[config.mk]
export PLATFORM = sky130hd
export DESIGN_NAME = cart_bank_decoder
export DESIGN_NICKNAME = d
export VERILOG_FILES = /design/src/rtl/cbd_pkg.sv /design/src/rtl/cbd_reset_sync.sv /design/src/rtl/cbd_mode_latch.sv /design/src/rtl/cbd_region_decode.sv /design/src/rtl/cart_bank_decoder.sv
export SDC_FILE = /design/constraint.sdc
export NUM_CORES = 1
export LEC_CHECK = 0
export BUFFER_PORTS_ARGS = -buffer_cell sky130_fd_sc_hd__buf_4
export CORE_AREA = 2 2 39 41
export DETAILED_ROUTE_END_ITERATION = 6
export DIE_AREA = 0 0 41 43
export GPL_TIMING_DRIVEN = 1
export MAX_ROUTING_LAYER = met4
export SETUP_SLACK_MARGIN = 0.4
export SKIP_CTS_REPAIR_TIMING = 1
export SLEW_MARGIN = 20
export SYNTH_ARGS = -nofsm -noshare
export SYNTH_HDL_FRONTEND = slang
export SYNTH_HIERARCHICAL = 1
export SYNTH_SLANG_ARGS = --single-unit
[constraint.sdc]
create_clock -name clk -period 3.5 [get_ports clk]
set_clock_uncertainty 0.05 [all_clocks]
set_input_delay 0.7 -clock clk [delete_from_list [all_inputs] [get_ports clk]]
set_output_delay 0.7 -clock clk [all_outputs]
set_load 0.1 [all_outputs]
[src/rtl/cbd_pkg.sv]
package cbd_pkg;

  typedef enum logic [1:0] {
    DEV_BASE = 2'd0,
    DEV_PASS = 2'd1,
    DEV_SUPP = 2'd2,
    DEV_SRAM = 2'd3
  } cbd_dev_e;

  localparam int unsigned NUM_DEV = 4;

  typedef struct packed {
    logic     hit;
    cbd_dev_e dev;
  } cbd_sel_t;

endpackage

[src/rtl/cbd_reset_sync.sv]
module cbd_reset_sync #(
  parameter int unsigned STAGES = 2
) (
  input  logic clk,
  input  logic arst_n,
  output logic rst_n_o
);

  logic [STAGES-1:0] sync_q;
  logic [STAGES-1:0] sync_d;

  always_comb begin
    sync_d = {sync_q[STAGES-2:0], 1'b1};
  end

  always_ff @(posedge clk or negedge arst_n) begin
    if (!arst_n) begin
      sync_q <= '0;
    end else begin
      sync_q <= sync_d;
    end
  end

  assign rst_n_o = sync_q[STAGES-1];

endmodule

[src/rtl/cbd_mode_latch.sv]
module cbd_mode_latch (
  input  logic clk,
  input  logic rst_n,
  input  logic win_n,
  input  logic lwr_n,
  input  logic uwr_n,
  input  logic d0,
  output logic mode_o
);

  logic load_en;
  logic mode_d;
  logic mode_q;

  // a write in the window on either byte lane loads the bit
  assign load_en = ~win_n & (~lwr_n | ~uwr_n);

  always_comb begin
    mode_d = mode_q;
    if (load_en) begin
      mode_d = d0;
    end
  end

  always_ff @(posedge clk or negedge rst_n) begin
    if (!rst_n) begin
      mode_q <= 1'b0;
    end else if (load_en) begin
      mode_q <= mode_d;
    end
  end

  assign mode_o = mode_q;

  AST_MODE_LOAD: assert property (@(posedge clk) disable iff (!rst_n)
    (!win_n && (!lwr_n || !uwr_n)) |=> (mode_o == $past(d0)));

  AST_MODE_HOLD: assert property (@(posedge clk) disable iff (!rst_n)
    !(!win_n && (!lwr_n || !uwr_n)) |=> $stable(mode_o));

endmodule

[src/rtl/cbd_region_decode.sv]
module cbd_region_decode
  import cbd_pkg::*;
#(
  parameter int unsigned HI_W         = 4,
  parameter bit          SAVE_RAM_CFG = 1'b0
) (
  input  logic [HI_W-1:0] addr_hi,
  input  logic            disk_mode,
  input  logic            slot_n,
  input  logic            mode,
  output cbd_sel_t        sel_o
);

  localparam int unsigned RID_W = HI_W - 2;

  logic [RID_W-1:0] rid;
  logic [RID_W-1:0] rid_exp;
  logic             upper_half;
  logic             upper_qtr;
  logic             in_slot;
  cbd_dev_e         upper_dev;

  assign rid        = addr_hi[HI_W-1:2];
  assign upper_half = addr_hi[1];
  assign upper_qtr  = addr_hi[0];
  assign rid_exp    = disk_mode ? RID_W'(1) : '0;
  assign in_slot    = ~slot_n & (rid == rid_exp);

  generate
    if (SAVE_RAM_CFG) begin : g_save_ram
      always_comb begin
        upper_dev = (mode && !upper_qtr) ? DEV_SRAM : DEV_PASS;
      end
    end else begin : g_supp_rom
      always_comb begin
        upper_dev = (mode && upper_qtr) ? DEV_SUPP : DEV_PASS;
      end
    end
  endgenerate

  always_comb begin
    sel_o.hit = in_slot;
    sel_o.dev = upper_half ? upper_dev : DEV_BASE;
  end

endmodule

[src/rtl/cart_bank_decoder.sv]
module cart_bank_decoder
  import cbd_pkg::*;
#(
  parameter int unsigned ADDR_W       = 24,
  parameter int unsigned REGION_AW    = 22,
  parameter bit          SAVE_RAM_CFG = 1'b0
) (
  input  logic                          clk,
  input  logic                          rst_n,
  input  logic [ADDR_W-REGION_AW+1:0]   addr_hi,
  input  logic                          d0,
  input  logic                          slot_n,
  input  logic                          win_n,
  input  logic                          lwr_n,
  input  logic                          uwr_n,
  input  logic                          rd_n,
  input  logic                          disk_mode,
  output logic                          ce_base_n,
  output logic                          ce_pass_n,
  output logic                          ce_supp_n,
  output logic                          ce_sram_n,
  output logic                          rd_oe_n,
  output logic                          sram_we_n
);

  localparam int unsigned HI_W = ADDR_W - REGION_AW + 2;

  logic                 rst_sync_n;
  logic                 mode;
  cbd_sel_t             sel;
  logic [NUM_DEV-1:0]   ce_n;

  cbd_reset_sync #(.STAGES(2)) u_rst (
    .clk     (clk),
    .arst_n  (rst_n),
    .rst_n_o (rst_sync_n)
  );

  cbd_mode_latch u_latch (
    .clk    (clk),
    .rst_n  (rst_sync_n),
    .win_n  (win_n),
    .lwr_n  (lwr_n),
    .uwr_n  (uwr_n),
    .d0     (d0),
    .mode_o (mode)
  );

  cbd_region_decode #(
    .HI_W         (HI_W),
    .SAVE_RAM_CFG (SAVE_RAM_CFG)
  ) u_dec (
    .addr_hi   (addr_hi),
    .disk_mode (disk_mode),
    .slot_n    (slot_n),
    .mode      (mode),
    .sel_o     (sel)
  );

  generate
    for (genvar i = 0; i < NUM_DEV; i++) begin : g_ce
      assign ce_n[i] = ~(sel.hit && (sel.dev == cbd_dev_e'(i)));
    end
  endgenerate

  assign ce_base_n = ce_n[DEV_BASE];
  assign ce_pass_n = ce_n[DEV_PASS];
  assign ce_supp_n = ce_n[DEV_SUPP];
  assign ce_sram_n = ce_n[DEV_SRAM];
  assign rd_oe_n   = rd_n | ~sel.hit;
  assign sram_we_n = lwr_n | ce_n[DEV_SRAM] | ~mode;

  AST_ONE_CE: assert property (@(posedge clk) disable iff (!rst_sync_n)
    $onehot0(~{ce_sram_n, ce_supp_n, ce_pass_n, ce_base_n}));

  AST_IDLE_OFF: assert property (@(posedge clk) disable iff (!rst_sync_n)
    slot_n |-> (ce_base_n && ce_pass_n && ce_supp_n && ce_sram_n && rd_oe_n));

  AST_SRAM_WE: assert property (@(posedge clk) disable iff (!rst_sync_n)
    !sram_we_n |-> (!ce_sram_n && mode && !lwr_n));

  AST_RESET_MAP: assert property (@(posedge clk) disable iff (!rst_sync_n)
    $rose(rst_sync_n) |-> !mode);

endmodule

==> impl_metrics.yaml <==
run_status:
  outcome: "completed"
yosys:
  synth_cells: 17
  yosysSeqAreaShare_pct: 40.5
  ys_seq_elements: 3
  synth_area_leader_cell: "dfrtp_1"
  ys_warn_count: 6
  synthTopCellsByArea: "dfrtp_1 (41%), or3b_1 (9.5%), nand3b_1 (8.1%)"
  syn_area_um2: 185
  syn-num-nets: 30
  synth_top_cell_area_share_pct: 40.5
  avgSynthCellArea_um2: 10.9
  yosysUniqueCellTypes: 13
pwr:
  p_seq_share_pct: 29.7
  ir_drop_v: 0.000209
  switching_share_pct: 27.4
  power.density_nw_per_um2: 349
  p_switching_w: 0.0000360
  pwr-share-comb_pct: 25.7
  p_int_w: 0.0000954
  leakagePower_nw: 0.167
  clockPowerShare_pct: 44.7
drt:
  drt_iter0_markers: 1
  drc_errors: 0
  wl_per_cell_um: 7.64
  antenna_left: 0
  via_per_inst: 3.78
  first_pass_iters: 2
  drt_wl_total_um: 420
  dr_total_vias: 208
die:
  core_region_area_um2: 1380
  die_area_um2: 1760
  die_h_um: 43
  num_io_pins: 19
  die_w_um: 41
  row_count: 14
  initial_core_util_pct: 13.4
finish:
  fin_util_pct: 27.2
  fin_nets: 53
  area_growth_pct: 103
  drive_gt1_share_pct: 61.5
  stdcell_count: 55
  n_antenna_cell: 0
  final_cell_mix: "buf_4 (18), clkbuf_4 (3), dfrtp_1 (3)"
  fillers: 157
  final_common_cell: "buf_4"
place:
  numPortBuffers: 18
  dp_hpwl_um: 369
  dpl.cell_count: 50
  routabilityCongestion: 0.522
  post-place-ws_ns: 0.650
timing:
  worst_slack_ns: 0.661
  post-route-period-util_pct: 81.1
  setup_viol: 0
  fmax_mhz: 352
  worstMarginPinSlew_ns: 0.553
  timing.hold.ws_ns: 0.201
  fin_crit_ns: 2.84
  setup_tns_ns: 0
  max-slew-margin-rel_pct: 62.8
  slew_viol_final: 0
  hold_violations: 0
  rsz0062_at_grt: "false"
clock_tree:
  cts_buffers: 3
  cts.sinks: 3
  cts_tree: "built"
  clockBufferDepth: 2
  cts-htree-levels: 1
  clk_pin_slew_ns: 0.03
  root_buffer: "clkbuf_4"
  insertion_delay_ns: 0.23
global_routing:
  grt_pass1_wl_um: 655
  antenna_found_initial: 0
  grt_max_degree: 6
  grt.overflow.total: 0
  grt_use_total_pct: 6.19
  grt_pass1_vias: 183
setup_path:
  r2r_cells: 1
  arrival_ns: 2.09
  reg2reg_setup_slack_ns: 2.65
  critical_path_required_ns: 2.75
  cp-end-kind: "output pin"
  cp_max_fo: 4
  crit_type: "primary input to output pin"
  crit_path_start_kind: "primary input"
hold_path:
  hold_path.class: "primary input to async pin"
run:
  maxCapViolCount: 0
==> critical path, cell delays in order <==
cell      delay [ns]
buf_4           0.11
a21boi_0        0.44
nand3_4         0.11
or3b_2          0.48
buf_4           0.24
==> logic make-up (layout without fill, tap and decap cells) <==
family	Yosys count	count (layout)	synth area share, %
AND/OR/NAND/NOR	8	8	35.8
flip-flops	3	3	40.5
AO/OA/AOI/OAI	2	2	6.76
other	1	1	2.03
XOR/XNOR	1	1	4.73
multiplexers	1	1	6.08
buffers and inverters	1	23	4.06
==> power by group through the flow <==
stage | logic [W] | clock network (W) | registers [W]
after floorplan | 0.0000198 | 0 | 0.0000391
after global placement | 0.0000327 | 0 | 0.0000395
after detailed placement | 0.0000333 | 0 | 0.0000397
after CTS | 0.0000334 | 0.0000626 | 0.0000393
after global routing | 0.0000363 | 0.0000652 | 0.0000393
final | 0.0000338 | 0.0000587 | 0.0000390
==> final cells by class <==
type,instances,area [um2],share of cell area (%)
Timing Repair Buffer,19,145,38.5
Tap cell,16,20.0,5.32
Clock buffer,4,26.3,6.98
Sequential cell,3,75.1,19.9
Multi-Input combinational cell,13,110,29.2
==> worst paths after layout <==
kind / to / start
setup / recovery: sram_we_n / addr_hi[0]
hold / removal: u_rst/sync_q[0]$_DFF_PN0_ / rst_n
setup reg to reg: u_latch/mode_o$_DFFE_PN0P_ / u_latch/mode_o$_DFFE_PN0P_
hold reg to reg: u_rst/sync_q[1]$_DFF_PN0_ / u_rst/sync_q[0]$_DFF_PN0_
max in group asynchronous: u_latch/mode_o$_DFFE_PN0P_ / u_rst/sync_q[1]$_DFF_PN0_
min in group clk: u_rst/sync_q[1]$_DFF_PN0_ / u_rst/sync_q[0]$_DFF_PN0_
==> flip-flops by register name, summed over array words and instances, names as in the netlist <==
signal	cells
u_rst/sync_q	2
u_latch/mode_o	1
==> synthesized netlist by cell type <==
cell	instances
conb_1	1
nand3_2	1
or3b_1	2
a21oi_1	1
buf_4	1
mux2_1	1
a21boi_0	1
nor3_2	1
nand3b_1	2
xor2_1	1
and3_1	1
or2b_1	1
dfrtp_1	3
==> through the flow <==
stage	area (um2)	total power [W]
after global routing	377	0.000141
after detailed placement	340	0.0000730
after floorplan	193	0.0000589
after CTS	367	0.000135
final	377	0.000131
after global placement	340	0.0000722
==> metal layers <==
metal | up-vias | GRT usage [%] | wire (um)
li1 | 102 | - | -
met1 | 93 | 4.22 | 130
met2 | 11 | 9.06 | 218
met3 | 2 | 4.71 | 63
met4 | 0 | 6.00 | 7
met5 | - | - | 0
Note: power is estimated with default switching activity, not from simulation.
